<file path="src/rtl/sstat_pkg.sv">
package sstat_pkg;
  localparam int WORD_W = 16;

  localparam int B_LVL_IO   = 15;
  localparam int B_LVL_CORE = 14;
  localparam int B_OSC_RDY  = 11;
  localparam int B_OSC_FAIL = 6;
  localparam int B_BO_IO    = 5;
  localparam int B_BO_CORE  = 4;
  localparam int B_ADC_OVR  = 2;
  localparam int B_ADC_RDY  = 1;

  // flag bank slot order
  typedef enum logic [2:0] {
    F_ADC_RDY  = 3'd0,
    F_ADC_OVR  = 3'd1,
    F_BO_CORE  = 3'd2,
    F_BO_IO    = 3'd3,
    F_OSC_FAIL = 3'd4,
    F_OSC_RDY  = 3'd5
  } flag_slot_e;

  localparam int NUM_FLAGS = 6;
  localparam int NUM_MON   = 2;
  localparam int MON_CORE  = 0;
  localparam int MON_IO    = 1;

  // flags that the system reset also clears
  localparam logic [NUM_FLAGS-1:0] SYS_CLR_MASK = 6'b000010;

  localparam logic [WORD_W-1:0] RSV_MASK = 16'h3789;
endpackage

</file>
<file path="src/rtl/sstat_sync.sv">
module sstat_sync #(
  parameter int STAGES = 2
) (
  input  logic clk,
  input  logic rst,
  input  logic d_async,
  output logic q
);
  logic [STAGES-1:0] chain;

  always_ff @(posedge clk) begin
    if (rst) chain <= '0;
    else     chain <= {chain[STAGES-2:0], d_async};
  end

  assign q = chain[STAGES-1];
endmodule

</file>
<file path="src/rtl/sstat_level_mon.sv">
module sstat_level_mon #(
  parameter int STAGES = 2
) (
  input  logic clk,
  input  logic por_rst,
  input  logic cmp_async,
  input  logic mon_en,
  output logic level,
  output logic fall_evt
);
  logic synced;
  logic synced_d;
  logic level_q;

  sstat_sync #(.STAGES(STAGES)) u_sync (
    .clk     (clk),
    .rst     (por_rst),
    .d_async (cmp_async),
    .q       (synced)
  );

  always_ff @(posedge clk) begin
    if (por_rst) begin
      synced_d <= 1'b0;
      level_q  <= 1'b0;
    end else begin
      synced_d <= synced;
      level_q  <= synced & mon_en;
    end
  end

  assign level    = level_q;
  assign fall_evt = synced_d & ~synced & mon_en;

  // a disabled monitor reports a low level on the next cycle
  assert_level_off_R1: assert property (@(posedge clk) disable iff (por_rst)
    !mon_en |=> !level);
endmodule

</file>
<file path="src/rtl/sstat_flag_bank.sv">
module sstat_flag_bank #(
  parameter int                N        = 6,
  parameter logic [N-1:0]      SYS_MASK = '0
) (
  input  logic         clk,
  input  logic         por_rst,
  input  logic         sys_rst,
  input  logic [N-1:0] set_evt,
  input  logic         rd_clr,
  output logic [N-1:0] flags
);
  for (genvar i = 0; i < N; i++) begin : g_flag
    logic q;
    if (SYS_MASK[i]) begin : g_sys
      always_ff @(posedge clk) begin
        if (por_rst || sys_rst) q <= 1'b0;
        else if (set_evt[i])    q <= 1'b1;
        else if (rd_clr)        q <= 1'b0;
      end
      assert_sysrst_clears_R9: assert property (@(posedge clk) disable iff (por_rst)
        sys_rst |=> !q);
    end else begin : g_por
      always_ff @(posedge clk) begin
        if (por_rst)         q <= 1'b0;
        else if (set_evt[i]) q <= 1'b1;
        else if (rd_clr)     q <= 1'b0;
      end
      assert_sysrst_keeps_R9: assert property (@(posedge clk) disable iff (por_rst)
        sys_rst && q && !rd_clr && !set_evt[i] |=> q);
    end
    assign flags[i] = q;

    assert_set_wins_R7: assert property (@(posedge clk) disable iff (por_rst || sys_rst)
      set_evt[i] |=> q);
    assert_read_clears_R6: assert property (@(posedge clk) disable iff (por_rst || sys_rst)
      rd_clr && !set_evt[i] |=> !q);
  end
endmodule

</file>
<file path="src/rtl/supply_status_reg.sv">
module supply_status_reg
  import sstat_pkg::*;
#(
  parameter int              ADDR_W      = 8,
  parameter logic [ADDR_W-1:0] REG_ADDR  = 8'h0B,
  parameter int              SYNC_STAGES = 2
) (
  input  logic              clk,
  input  logic              por_rst,
  input  logic              sys_rst,
  input  logic              cmp_io_async,
  input  logic              cmp_core_async,
  input  logic              mon_io_en,
  input  logic              mon_core_en,
  input  logic              irq_io_en,
  input  logic              irq_core_en,
  input  logic              osc_ready_pulse,
  input  logic              osc_fail_pulse,
  input  logic              adc_ovr_pulse,
  input  logic              adc_rdy_pulse,
  input  logic              rd_stb,
  input  logic [ADDR_W-1:0] rd_addr,
  output logic [WORD_W-1:0] rd_data,
  output logic              irq_io,
  output logic              irq_core
);
  logic [NUM_MON-1:0]   cmp_vec;
  logic [NUM_MON-1:0]   en_vec;
  logic [NUM_MON-1:0]   lvl_vec;
  logic [NUM_MON-1:0]   fall_vec;
  logic [NUM_FLAGS-1:0] set_vec;
  logic [NUM_FLAGS-1:0] flag_vec;
  logic [WORD_W-1:0]    status_word;
  logic                 rd_hit;

  assign cmp_vec[MON_CORE] = cmp_core_async;
  assign cmp_vec[MON_IO]   = cmp_io_async;
  assign en_vec[MON_CORE]  = mon_core_en;
  assign en_vec[MON_IO]    = mon_io_en;

  for (genvar m = 0; m < NUM_MON; m++) begin : g_mon
    sstat_level_mon #(.STAGES(SYNC_STAGES)) u_mon (
      .clk       (clk),
      .por_rst   (por_rst),
      .cmp_async (cmp_vec[m]),
      .mon_en    (en_vec[m]),
      .level     (lvl_vec[m]),
      .fall_evt  (fall_vec[m])
    );
  end

  always_comb begin
    set_vec             = '0;
    set_vec[F_ADC_RDY]  = adc_rdy_pulse;
    set_vec[F_ADC_OVR]  = adc_ovr_pulse;
    set_vec[F_BO_CORE]  = fall_vec[MON_CORE];
    set_vec[F_BO_IO]    = fall_vec[MON_IO];
    set_vec[F_OSC_FAIL] = osc_fail_pulse;
    set_vec[F_OSC_RDY]  = osc_ready_pulse;
  end

  assign rd_hit = rd_stb && (rd_addr == REG_ADDR);

  sstat_flag_bank #(.N(NUM_FLAGS), .SYS_MASK(SYS_CLR_MASK)) u_flags (
    .clk     (clk),
    .por_rst (por_rst),
    .sys_rst (sys_rst),
    .set_evt (set_vec),
    .rd_clr  (rd_hit),
    .flags   (flag_vec)
  );

  always_comb begin
    status_word             = '0;
    status_word[B_LVL_IO]   = lvl_vec[MON_IO];
    status_word[B_LVL_CORE] = lvl_vec[MON_CORE];
    status_word[B_OSC_RDY]  = flag_vec[F_OSC_RDY];
    status_word[B_OSC_FAIL] = flag_vec[F_OSC_FAIL];
    status_word[B_BO_IO]    = flag_vec[F_BO_IO];
    status_word[B_BO_CORE]  = flag_vec[F_BO_CORE];
    status_word[B_ADC_OVR]  = flag_vec[F_ADC_OVR];
    status_word[B_ADC_RDY]  = flag_vec[F_ADC_RDY];
  end

  always_ff @(posedge clk) begin
    if (por_rst)     rd_data <= '0;
    else if (rd_hit) rd_data <= status_word;
    else             rd_data <= '0;
  end

  assign irq_io   = flag_vec[F_BO_IO]   & irq_io_en;
  assign irq_core = flag_vec[F_BO_CORE] & irq_core_en;

  assert_reserved_zero_R3: assert property (@(posedge clk) disable iff (por_rst)
    (rd_data & RSV_MASK) == '0);
  assert_read_snapshot_R6: assert property (@(posedge clk) disable iff (por_rst)
    rd_hit |=> rd_data == $past(status_word));
  assert_idle_data_R10: assert property (@(posedge clk) disable iff (por_rst)
    !rd_hit |=> rd_data == '0);
  assert_level_hold_R6: assert property (@(posedge clk) disable iff (por_rst)
    rd_hit && $stable(cmp_vec) && $stable(en_vec) && $stable(lvl_vec) |=> lvl_vec == $past(lvl_vec));
endmodule

</file>
<file path="config.mk">
export PLATFORM = sky130hd
export DESIGN_NAME = supply_status_reg
export DESIGN_NICKNAME = d
export VERILOG_FILES = /design/src/rtl/sstat_pkg.sv /design/src/rtl/sstat_sync.sv /design/src/rtl/sstat_level_mon.sv /design/src/rtl/sstat_flag_bank.sv /design/src/rtl/supply_status_reg.sv
export SDC_FILE = /design/constraint.sdc
export NUM_CORES = 1
export LEC_CHECK = 0
export ABC_AREA = 1
export BUFFER_PORTS_ARGS = -buffer_cell sky130_fd_sc_hd__clkbuf_2
export CAP_MARGIN = 10
export CORE_MARGIN = 1.5
export CORE_UTILIZATION = 39
export DETAILED_ROUTE_END_ITERATION = 10
export GPL_TIMING_DRIVEN = 0
export PLACE_DENSITY = 0.75
export SLEW_MARGIN = 0
export SYNTH_ARGS = -nofsm -noshare
export SYNTH_HDL_FRONTEND = slang
export SYNTH_SLANG_ARGS = --single-unit
</file>
<file path="constraint.sdc">
create_clock -name clk -period 0.8 [get_ports clk]
set_input_delay 0.16 -clock clk [delete_from_list [all_inputs] [get_ports clk]]
set_output_delay 0.16 -clock clk [all_outputs]
set_load 0.1 [all_outputs]
</file>
==> metrics.sh, run 1 <==
OUTCOME='finished with violations'
VIOLATIONS='setup timing'
SYNTH.LARGEST_AREA_CELL='sky130_fd_sc_hd__dfxtp_1'
CTS_INSERTED_BUFFERS=3
CRITICAL_PATH_REQUIRED_NS=0.64
TOTAL_POWER_mW=2.320
MAX_FREQ_MHz=848.3
POST_DRT_WL_PER_CELL_UM=8.774
SYNTH-SEQ-AREA-SHARE=0.5440
SYNTH_CELL_TYPES=14
COUNT_OF_WARNINGS_EMITTED_BY_YOSYS=0
DR.FIRST_ITER.DRC_COUNT=5
POST_ROUTE_CELLS_DRIVE_ABOVE_1_SHARE=0.4681
FINALNETCOUNT=164
TIMING.FINAL.WS_SETUP_NS=-0.3789
WORST_SETUP_PATH_TYPE='reg2out'
GRT_PASS1_WL_MM=2.725
ROUTED_WL_MM=1.474
SYNTH_AREA_PER_CELL_UM2=8.346
YOSYSTOPAREACELLSHARE=0.5440
DIEWIDTH_UM=48.56
RSZ0062_AT_GRT='true'
CTS.CLK_SLEW.WORST_PATHS_NS=0.12
ROUTED_VIA_DENSITY=4.042
GRT_ANTENNA_BEFORE_REPAIR=0
MAX-CLOCK-PATH-BUFFERS=2
FINAL-MAX-SLEW-VIOLATION-COUNT=0
NUMBER_OF_CELLS_IN_THE_FINISHED_LAYOUT_APART_FROM_FILLERS=168
PLACE_CONGESTION=0.7667
GLOBAL_ROUTE_CONGESTION_OVERFLOW_TOTAL=0
INSERTEDDIODECOUNT=0
FINAL.PERIOD_UTILIZATION=1.474
DIEHEIGHT_UM=48.56
SYNTHTOLAYOUTAREAGROWTH_PCT=62.75
N_FILL_CELL=158
VIAS_IN_THE_FIRST_GLOBAL_ROUTE=682
PERIOD_MINUS_SLACK_NS=1.179
SYNTH_TOP_CELLS_BY_AREA='sky130_fd_sc_hd__dfxtp_1 (54%), sky130_fd_sc_hd__inv_1 (11%), sky130_fd_sc_hd__buf_4 (7.4%)'
REPORT.FINAL.SETUP_VIOL=10
H-TREE-DEPTH=1
START_UTIL=0.4126
CRIT_FANOUT=2
ARRIVAL_NS=1.02
DPL.HPWL_UM=992.2
CRITICAL_PATH_STARTPOINT_CATEGORY='register'
GR-USAGE-ALL-LAYERS=0.1509
VDD.IR_DROP.WORST_V=0.001514
POWER.LEAKAGE_nW=0.6296
PRECTSSETUPSLACK_NS=-0.2858
DETAIL-ROUTE-ANTENNA-NETS=0
PORTBUFFERS=31
POSTSYNTHREGISTERBITS=22
CLOCK_SINK_COUNT=22
HP-CLASS='in2reg'
POWER_PER_CELL_AREA_nW_PER_UM2=1761
CLK_LATENCY_NS=0.31
REMAINING_DRC_ERRORS=0
DR_PASS1_ITERATIONS=3
TRITONCTS='done'
MAX_CLOCK_SKEW_NS=0.004492
NETLIST_AREA_UM2=809.5
PLACEDCELLCOUNT=162
MAXCAPVIOLATIONS=0
DETAILROUTE.VIA_COUNT=679
DIE_AREA_UM2=2358
CTS.ROOT.BUFFER_CELL='sky130_fd_sc_hd__clkbuf_4'
CRITPATHCAPTURETYPE='output pin'
NUMBER_OF_CELL_ROWS=16
PIN_COUNT_OF_THE_BIGGEST_NET_ENTERING_GLOBAL_ROUTING=14
HOLD_VIOL_FINAL=0
IO_PINS=40
SYN-INSTANCE-COUNT=97
COREAREA_UM2=1962
## worst max-delay path: stages (launching register included)
cell and delay, ns:
sky130_fd_sc_hd__dfxtp_2 0.35, sky130_fd_sc_hd__nand2_2 0.07, sky130_fd_sc_hd__clkinvlp_4 0.09, sky130_fd_sc_hd__clkbuf_16 0.20
## power by group
group | leakage [nW] | internal (mW) | switching, mW
Clock | 0.0279 | 0.507 | 0.331
Sequential | 0.185 | 1.12 | 0.0126
Combinational | 0.417 | 0.0983 | 0.247
## stage by stage
step / cell area (um2) / hold slack (ns) / utilization / TNS [ns]
after floorplan: 855.8 / 0.2291 / - / -0.3016
after global placement: 1045 / 0.3541 / 0.5325 / -2.454
after detailed placement: 1045 / 0.3551 / 0.5325 / -3.109
after CTS: 1318 / 0.01311 / 0.6716 / -2.428
after global routing: 1318 / 0.03232 / 0.6716 / -2.756
final: 1318 / 0.01664 / 0.6716 / -2.465
## layer usage
metal / track usage / part of all wire / vias up / routed length [um]
met1: 0.1471 / 0.36 / 297 / 530
met2: 0.2801 / 0.55 / 24 / 807
met4: 0.06190 / 0.018 / 0 / 27
met3: 0.06173 / 0.074 / 5 / 109
met5: 0 / 0 / - / 0
li1: - / - / 353 / -
## state kept, by name, indices dropped and copies added, names as in the netlist
name / count
rd_data: 8
u_flags.g_flag.q: 6
g_mon.u_mon.u_sync.chain: 4
g_mon.u_mon.level: 2
g_mon.u_mon.synced_d: 2
## synthesized netlist by cell type
| cell type | n |
|---|---|
| sky130_fd_sc_hd__nand2_1 | 12 |
| sky130_fd_sc_hd__a21oi_1 | 6 |
| sky130_fd_sc_hd__nand3_2 | 1 |
| sky130_fd_sc_hd__nor2_2 | 3 |
| sky130_fd_sc_hd__nand3_1 | 2 |
| sky130_fd_sc_hd__conb_1 | 1 |
| sky130_fd_sc_hd__buf_4 | 8 |
| sky130_fd_sc_hd__nand4_4 | 1 |
| sky130_fd_sc_hd__inv_1 | 23 |
| sky130_fd_sc_hd__buf_2 | 1 |
| sky130_fd_sc_hd__nor3_4 | 1 |
| sky130_fd_sc_hd__dfxtp_1 | 22 |
| sky130_fd_sc_hd__or2_1 | 1 |
| sky130_fd_sc_hd__nor2_1 | 15 |
## worst paths after layout
kind | cells past startpoint | from | end | slack (ns)
worst max register to register | 3 | u_flags.g_flag[2].q$_SDFFE_PP0P_ | u_flags.g_flag[2].q$_SDFFE_PP0P_ | 0.12
worst min-delay path | 3 | cmp_io_async | g_mon[1].u_mon.u_sync.chain[0]$_SDFF_PP0_ | 0.02
worst min register to register | 2 | g_mon[1].u_mon.u_sync.chain[0]$_SDFF_PP0_ | g_mon[1].u_mon.u_sync.chain[1]$_SDFF_PP0_ | 0.41
worst max-delay path | 3 | u_flags.g_flag[2].q$_SDFFE_PP0P_ | irq_core | -0.38
## timing repair
action / CTS / global route
hold buffers: 0 / 0
gates resized for setup: 33 / 0
setup buffers: 2 / 0
endpoints found under the setup margin: 10 / 10
## cell type report
| cell class | count | area (um2) | share of cell area |
|---|---|---|---|
| well taps | 27 | 33.78 | 0.02564 |
| repair buffers | 33 | 370.4 | 0.2811 |
| clock inverters | 1 | 30.03 | 0.02279 |
| flip-flops and latches | 22 | 452.9 | 0.3438 |
| plain buffers | 9 | 65.06 | 0.04938 |
| inverters | 23 | 93.84 | 0.07123 |
| multi-input cells | 50 | 249.0 | 0.1890 |
| clock buffers | 3 | 22.52 | 0.01709 |
## kinds of logic after synthesis
logic type / synth area share
flops: 0.5440
simple gates: 0.2272
buf+inv: 0.1870
compound gates: 0.03710
other cells: 0.004632
## cell usage in the layout, fill, tap and decap left out, drive strengths merged
cell	n
a21oi	6
buf	11
bufinv	1
clkbuf	34
clkinvlp	2
conb	8
dfxtp	22
inv	21
nand2	12
nand3	3
nand4	1
nor2	18
nor3	1
or2	1
Power figures use the tool's default switching activity.
==> run 2, diff against run 1 <==
--- a/config.mk
+++ b/config.mk
@@ -9,11 +9,12 @@
 export BUFFER_PORTS_ARGS = -buffer_cell sky130_fd_sc_hd__clkbuf_2
 export CAP_MARGIN = 10
 export CORE_MARGIN = 1.5
-export CORE_UTILIZATION = 39
+export CORE_UTILIZATION = 40
 export DETAILED_ROUTE_END_ITERATION = 10
 export GPL_TIMING_DRIVEN = 0
-export PLACE_DENSITY = 0.75
+export PLACE_DENSITY = 0.76
 export SLEW_MARGIN = 0
 export SYNTH_ARGS = -nofsm -noshare
 export SYNTH_HDL_FRONTEND = slang
+export SYNTH_HIERARCHICAL = 1
 export SYNTH_SLANG_ARGS = --single-unit
==> run 2 against run 1 <==
- critical path type unchanged
- count of clock-buffer cells in the layout grew 1
- highest routed layer unchanged
- die area is 3.7% higher
- register-to-register slack got worse by 0.04 ns
- first-iteration DRC count rose to 4.2 times the previous value
- the flow still finishes with violations (setup timing)
==> metrics.sh, run 2 <==
CTS_INSERTED_BUFFERS=3  # unchanged
CLK_LATENCY_NS=0.30  # about the same
UTIL_AFTER_LAYOUT=0.6888  # +0.01719
P_INT_mW=1.518  # -12%
MASTER_OF_THE_SLOWEST_INSTANCE_ON_THE_CRITICAL_PATH='sky130_fd_sc_hd__dfxtp_2'
DIE_AREA_UM2=2446  # +3.7%
SEQ_POWER_SHARE=0.537  # +0.047
CRITICAL_PATH_REQUIRED_NS=0.64  # about the same
MAX_CLOCK_SKEW_NS=0.005759  # +0.001266 ns
SYNTH-SEQ-AREA-SHARE=0.5101  # -0.03390
SYN-INSTANCE-COUNT=110  # +13%
PLACEDCELLCOUNT=175  # +8.0%
LARGEST_REGISTERS='rd_data x8, u_flags/g_flag.q x6, g_mon.u_mon/u_sync/chain x4'
POSTSYNTHREGISTERBITS=22  # unchanged
POWER.LEAKAGE_nW=0.6839  # +8.6%
LAYOUT.CELLS.MOST_COMMON_LIST='sky130_fd_sc_hd__inv_1 (23), sky130_fd_sc_hd__clkbuf_2 (21), sky130_fd_sc_hd__nor2_1 (18)'
CTS.ROOT.BUFFER_CELL='sky130_fd_sc_hd__clkbuf_4'
LAYOUT_COMMONEST_CELL='sky130_fd_sc_hd__inv_1'
MAXCAPVIOLATIONS=0  # unchanged
START_UTIL=0.4312  # +0.01862
YOSYS.CELL_COUNT.TOP_TYPE='sky130_fd_sc_hd__inv_1'
MAX_FREQ_MHz=862.7  # +1.7%
POWER.SWITCHING_FRACTION=0.2854  # +0.03070
PERIOD_MINUS_SLACK_NS=1.159  # -0.01967 ns
PIN_COUNT_OF_THE_BIGGEST_NET_ENTERING_GLOBAL_ROUTING=16  # +2
CRITPATHCAPTURETYPE='output pin'
GR-USAGE-ALL-LAYERS=0.1822  # +0.03137
P_COMB_FRAC=0.182  # +0.033
FF2FF_PATH_DEPTH=3  # unchanged
COUNT_OF_WARNINGS_EMITTED_BY_YOSYS=6  # +6
COREAREA_UM2=2002  # +2.0%
SETUP_SLACK_REG_TO_REG_NS=0.08  # -0.04 ns
YOSYSTOPAREACELLSHARE=0.5101  # -0.03390
POWER_PER_CELL_AREA_nW_PER_UM2=1541  # -13%
NETLIST_AREA_UM2=863.3  # +6.6%
MIN_FROM='cmp_io_async'
TIMING.FINAL.WS_SETUP_NS=-0.3592  # +0.01967 ns
HP-CLASS='in2reg'
VDD.IR_DROP.WORST_V=0.0008270  # -45%
NUMBER_OF_CELL_ROWS=16  # unchanged
CLOCKPOWERSHARE=0.281  # -0.080
DETAIL-ROUTE-ANTENNA-NETS=0  # unchanged
CRIT_PATH_CELL_TRACE='nand2_4 > clkinvlp_4 > clkbuf_16'
IO_PINS=40  # unchanged
YOSYS-TOP-CELLS-COUNT='sky130_fd_sc_hd__inv_1 (27), sky130_fd_sc_hd__dfxtp_1 (22), sky130_fd_sc_hd__nor2_1 (18)'
SYNTH_TOP_CELLS_BY_AREA='sky130_fd_sc_hd__dfxtp_1 (51%), sky130_fd_sc_hd__buf_4 (12%), sky130_fd_sc_hd__inv_1 (12%)'
OUTCOME='finished with violations'
VIAS_IN_THE_FIRST_GLOBAL_ROUTE=695  # +1.9%
TRITONCTS='done'
FINAL.HOLD.WORST_SLACK_NS=0.03164  # +0.01500 ns
DIEWIDTH_UM=49.46  # +1.8%
PLACE_CONGESTION=0.7340  # -4.3%
SYNTH-EDFF-COUNT=0  # unchanged
DR_PASS1_ITERATIONS=4  # +1
MIN_TO='g_mon[1].u_mon/u_sync/chain[0]$_SDFF_PP0_'
SYNTH_ASYNC_SR_FLOP_SHARE=0  # unchanged
REGTOREGSTARTPOINT='u_flags/g_flag[5].q$_SDFFE_PP0P_'
CLOCK_SINK_COUNT=22  # unchanged
GLOBAL_ROUTE_CONGESTION_OVERFLOW_TOTAL=0  # unchanged
FINAL.PERIOD_UTILIZATION=1.449  # -0.02459
PORTBUFFERS=31  # unchanged
SYNTH_CELL_TYPES=12  # -2
DR.FIRST_ITER.DRC_COUNT=21  # +16
ROUTED_VIA_DENSITY=4.101  # +1.5%
GRT_ANTENNA_BEFORE_REPAIR=0  # unchanged
GRT_PASS1_WL_MM=3.298  # +21%
DPL.HPWL_MM=1.039  # +4.7%
WORST_SETUP_PATH_TYPE='reg2out'
HOLD_VIOL_FINAL=0  # unchanged
FINALNETCOUNT=175  # +6.7%
LONGEST_INDIVIDUAL_STAGE_DELAY_ON_THE_WORST_PATH_NS=0.36  # about the same
CRIT_FANOUT=2  # unchanged
CTS.CLK_SLEW.WORST_PATHS_NS=0.12  # about the same
VIOLATIONS='setup timing'
FINAL-MAX-SLEW-VIOLATION-COUNT=0  # unchanged
SYNTH.LARGEST_AREA_CELL='sky130_fd_sc_hd__dfxtp_1'
HOLD-PATH-CELL-COUNT=3  # unchanged
POST_ROUTE_CELLS_DRIVE_ABOVE_1_SHARE=0.4868  # +0.01876
REG2REG_TO='rd_data[11]$_SDFF_PP0_'
TOTALNEGATIVESETUPSLACK_NS=-2.375  # +0.08974 ns
NUMBER_OF_CELLS_IN_THE_FINISHED_LAYOUT_APART_FROM_FILLERS=179  # +6.5%
RSZ0062_AT_GRT='true'
SYNTH_AREA_PER_CELL_UM2=7.848  # -6.0%
REPORT.FINAL.SETUP_VIOL=10  # unchanged
REGMOSTFLOPS='rd_data'
REMAINING_DRC_ERRORS=0  # unchanged
ARRIVAL_NS=1.00  # -0.02 ns
CRITICAL_PATH_STARTPOINT_CATEGORY='register'
DETAILROUTE.VIA_COUNT=734  # +8.1%
N_FILL_CELL=138  # -13%
ROUTED_WL_MM=1.929  # +31%
POSTSYNTH.TOPFLOPCELL='sky130_fd_sc_hd__dfxtp_1'
H-TREE-DEPTH=1  # unchanged
MAX-CLOCK-PATH-BUFFERS=2  # unchanged
CTS_HOLD_BUFFERS=0  # unchanged
SYNTHTOLAYOUTAREAGROWTH_PCT=59.71
LARGEST_REGISTER_FF_COUNT=8  # unchanged
POST_DRT_WL_PER_CELL_UM=10.78  # +23%
DIEHEIGHT_UM=49.46  # +1.8%
INSERTEDDIODECOUNT=0  # unchanged
REPORTED_NET_SWITCHING_POWER_uW=606.3  # +2.6%
## run 2: changes by cell type after synthesis, sizes merged, moves of 3 or more
cell / before / now
buf: 9 / 14
nand3: 3 / 0
nand2: 12 / 16
inv: 23 / 28
nor2: 18 / 21
## run 2: power groups by stage
| stage | sequential (mW) | clock, mW | combinational (mW) |
|---|---|---|---|
| 2_1_floorplan | 1.16 | 0 | 0.291 |
| 3_5_place_dp | 1.16 | 0 | 0.367 |
| 5_1_grt | 1.14 | 0.658 | 0.409 |
| 4_1_cts | 1.14 | 0.598 | 0.374 |
| 6_report | 1.14 | 0.598 | 0.386 |
| 3_3_place_gp | 1.16 | 0 | 0.362 |
## run 2: worst max-delay path, delay by kind of cell, from the launching register on
family | cells | cell delay (ns)
AND/OR/NAND/NOR | 1 | 0.06
buffers and inverters | 2 | 0.27
flip-flops | 1 | 0.36
## run 2: final cells by class
type / count / area (um2) / area share
clock buffers: 4 / 36.28 / 0.02632
multi-input cells: 53 / 272.8 / 0.1978
plain buffers: 12 / 90.09 / 0.06534
well taps: 27 / 33.78 / 0.02450
flip-flops and latches: 22 / 452.9 / 0.3285
repair buffers: 33 / 370.4 / 0.2686
inverters: 28 / 122.6 / 0.08893
## run 2: worst max-delay path by stage
stage / start / endpoint / slack [ns] / depth (start not counted)
2_1_floorplan: u_flags/g_flag[2].q$_SDFFE_PP0P_ / irq_core / -0.25 / 3
3_3_place_gp: u_flags/g_flag[2].q$_SDFFE_PP0P_ / irq_core / -0.32 / 4
3_5_place_dp: u_flags/g_flag[2].q$_SDFFE_PP0P_ / irq_core / -0.35 / 4
4_1_cts: u_flags/g_flag[2].q$_SDFFE_PP0P_ / irq_core / -0.36 / 3
5_1_grt: u_flags/g_flag[2].q$_SDFFE_PP0P_ / irq_core / -0.40 / 3
6_report: u_flags/g_flag[2].q$_SDFFE_PP0P_ / irq_core / -0.36 / 3
## run 2: repair_timing
action	CTS	global route
resized for setup	33	0
setup buffers	2	0
setup endpoints to repair	10	10
pin swaps	1	0
## run 2: per-layer routing
| metal | GRT usage | wire length, um |
|---|---|---|
| met5 | 0 | 0 |
| met4 | 0.09722 | 59 |
| met3 | 0.03030 | 88 |
| met2 | 0.3063 | 983 |
| met1 | 0.2226 | 799 |
## run 2: kinds of logic (layout without fill, tap and decap cells)
group / Yosys count / after routing / synth area share
other cells: 1 / 8 / 0.004344
compound gates: 6 / 6 / 0.03913
flops: 22 / 22 / 0.5101
simple gates: 39 / 39 / 0.2029
buf+inv: 42 / 77 / 0.2435
## run 2: through the flow
step / instance area [um2] / worst slack [ns] / total power, mW
finish: 1379 / -0.3592 / 2.124
global route: 1379 / -0.4023 / 2.211
detailed placement: 1139 / -0.3462 / 1.528
floorplan: 949.7 / -0.2479 / 1.451
global placement: 1139 / -0.3235 / 1.522
CTS: 1379 / -0.3593 / 2.109
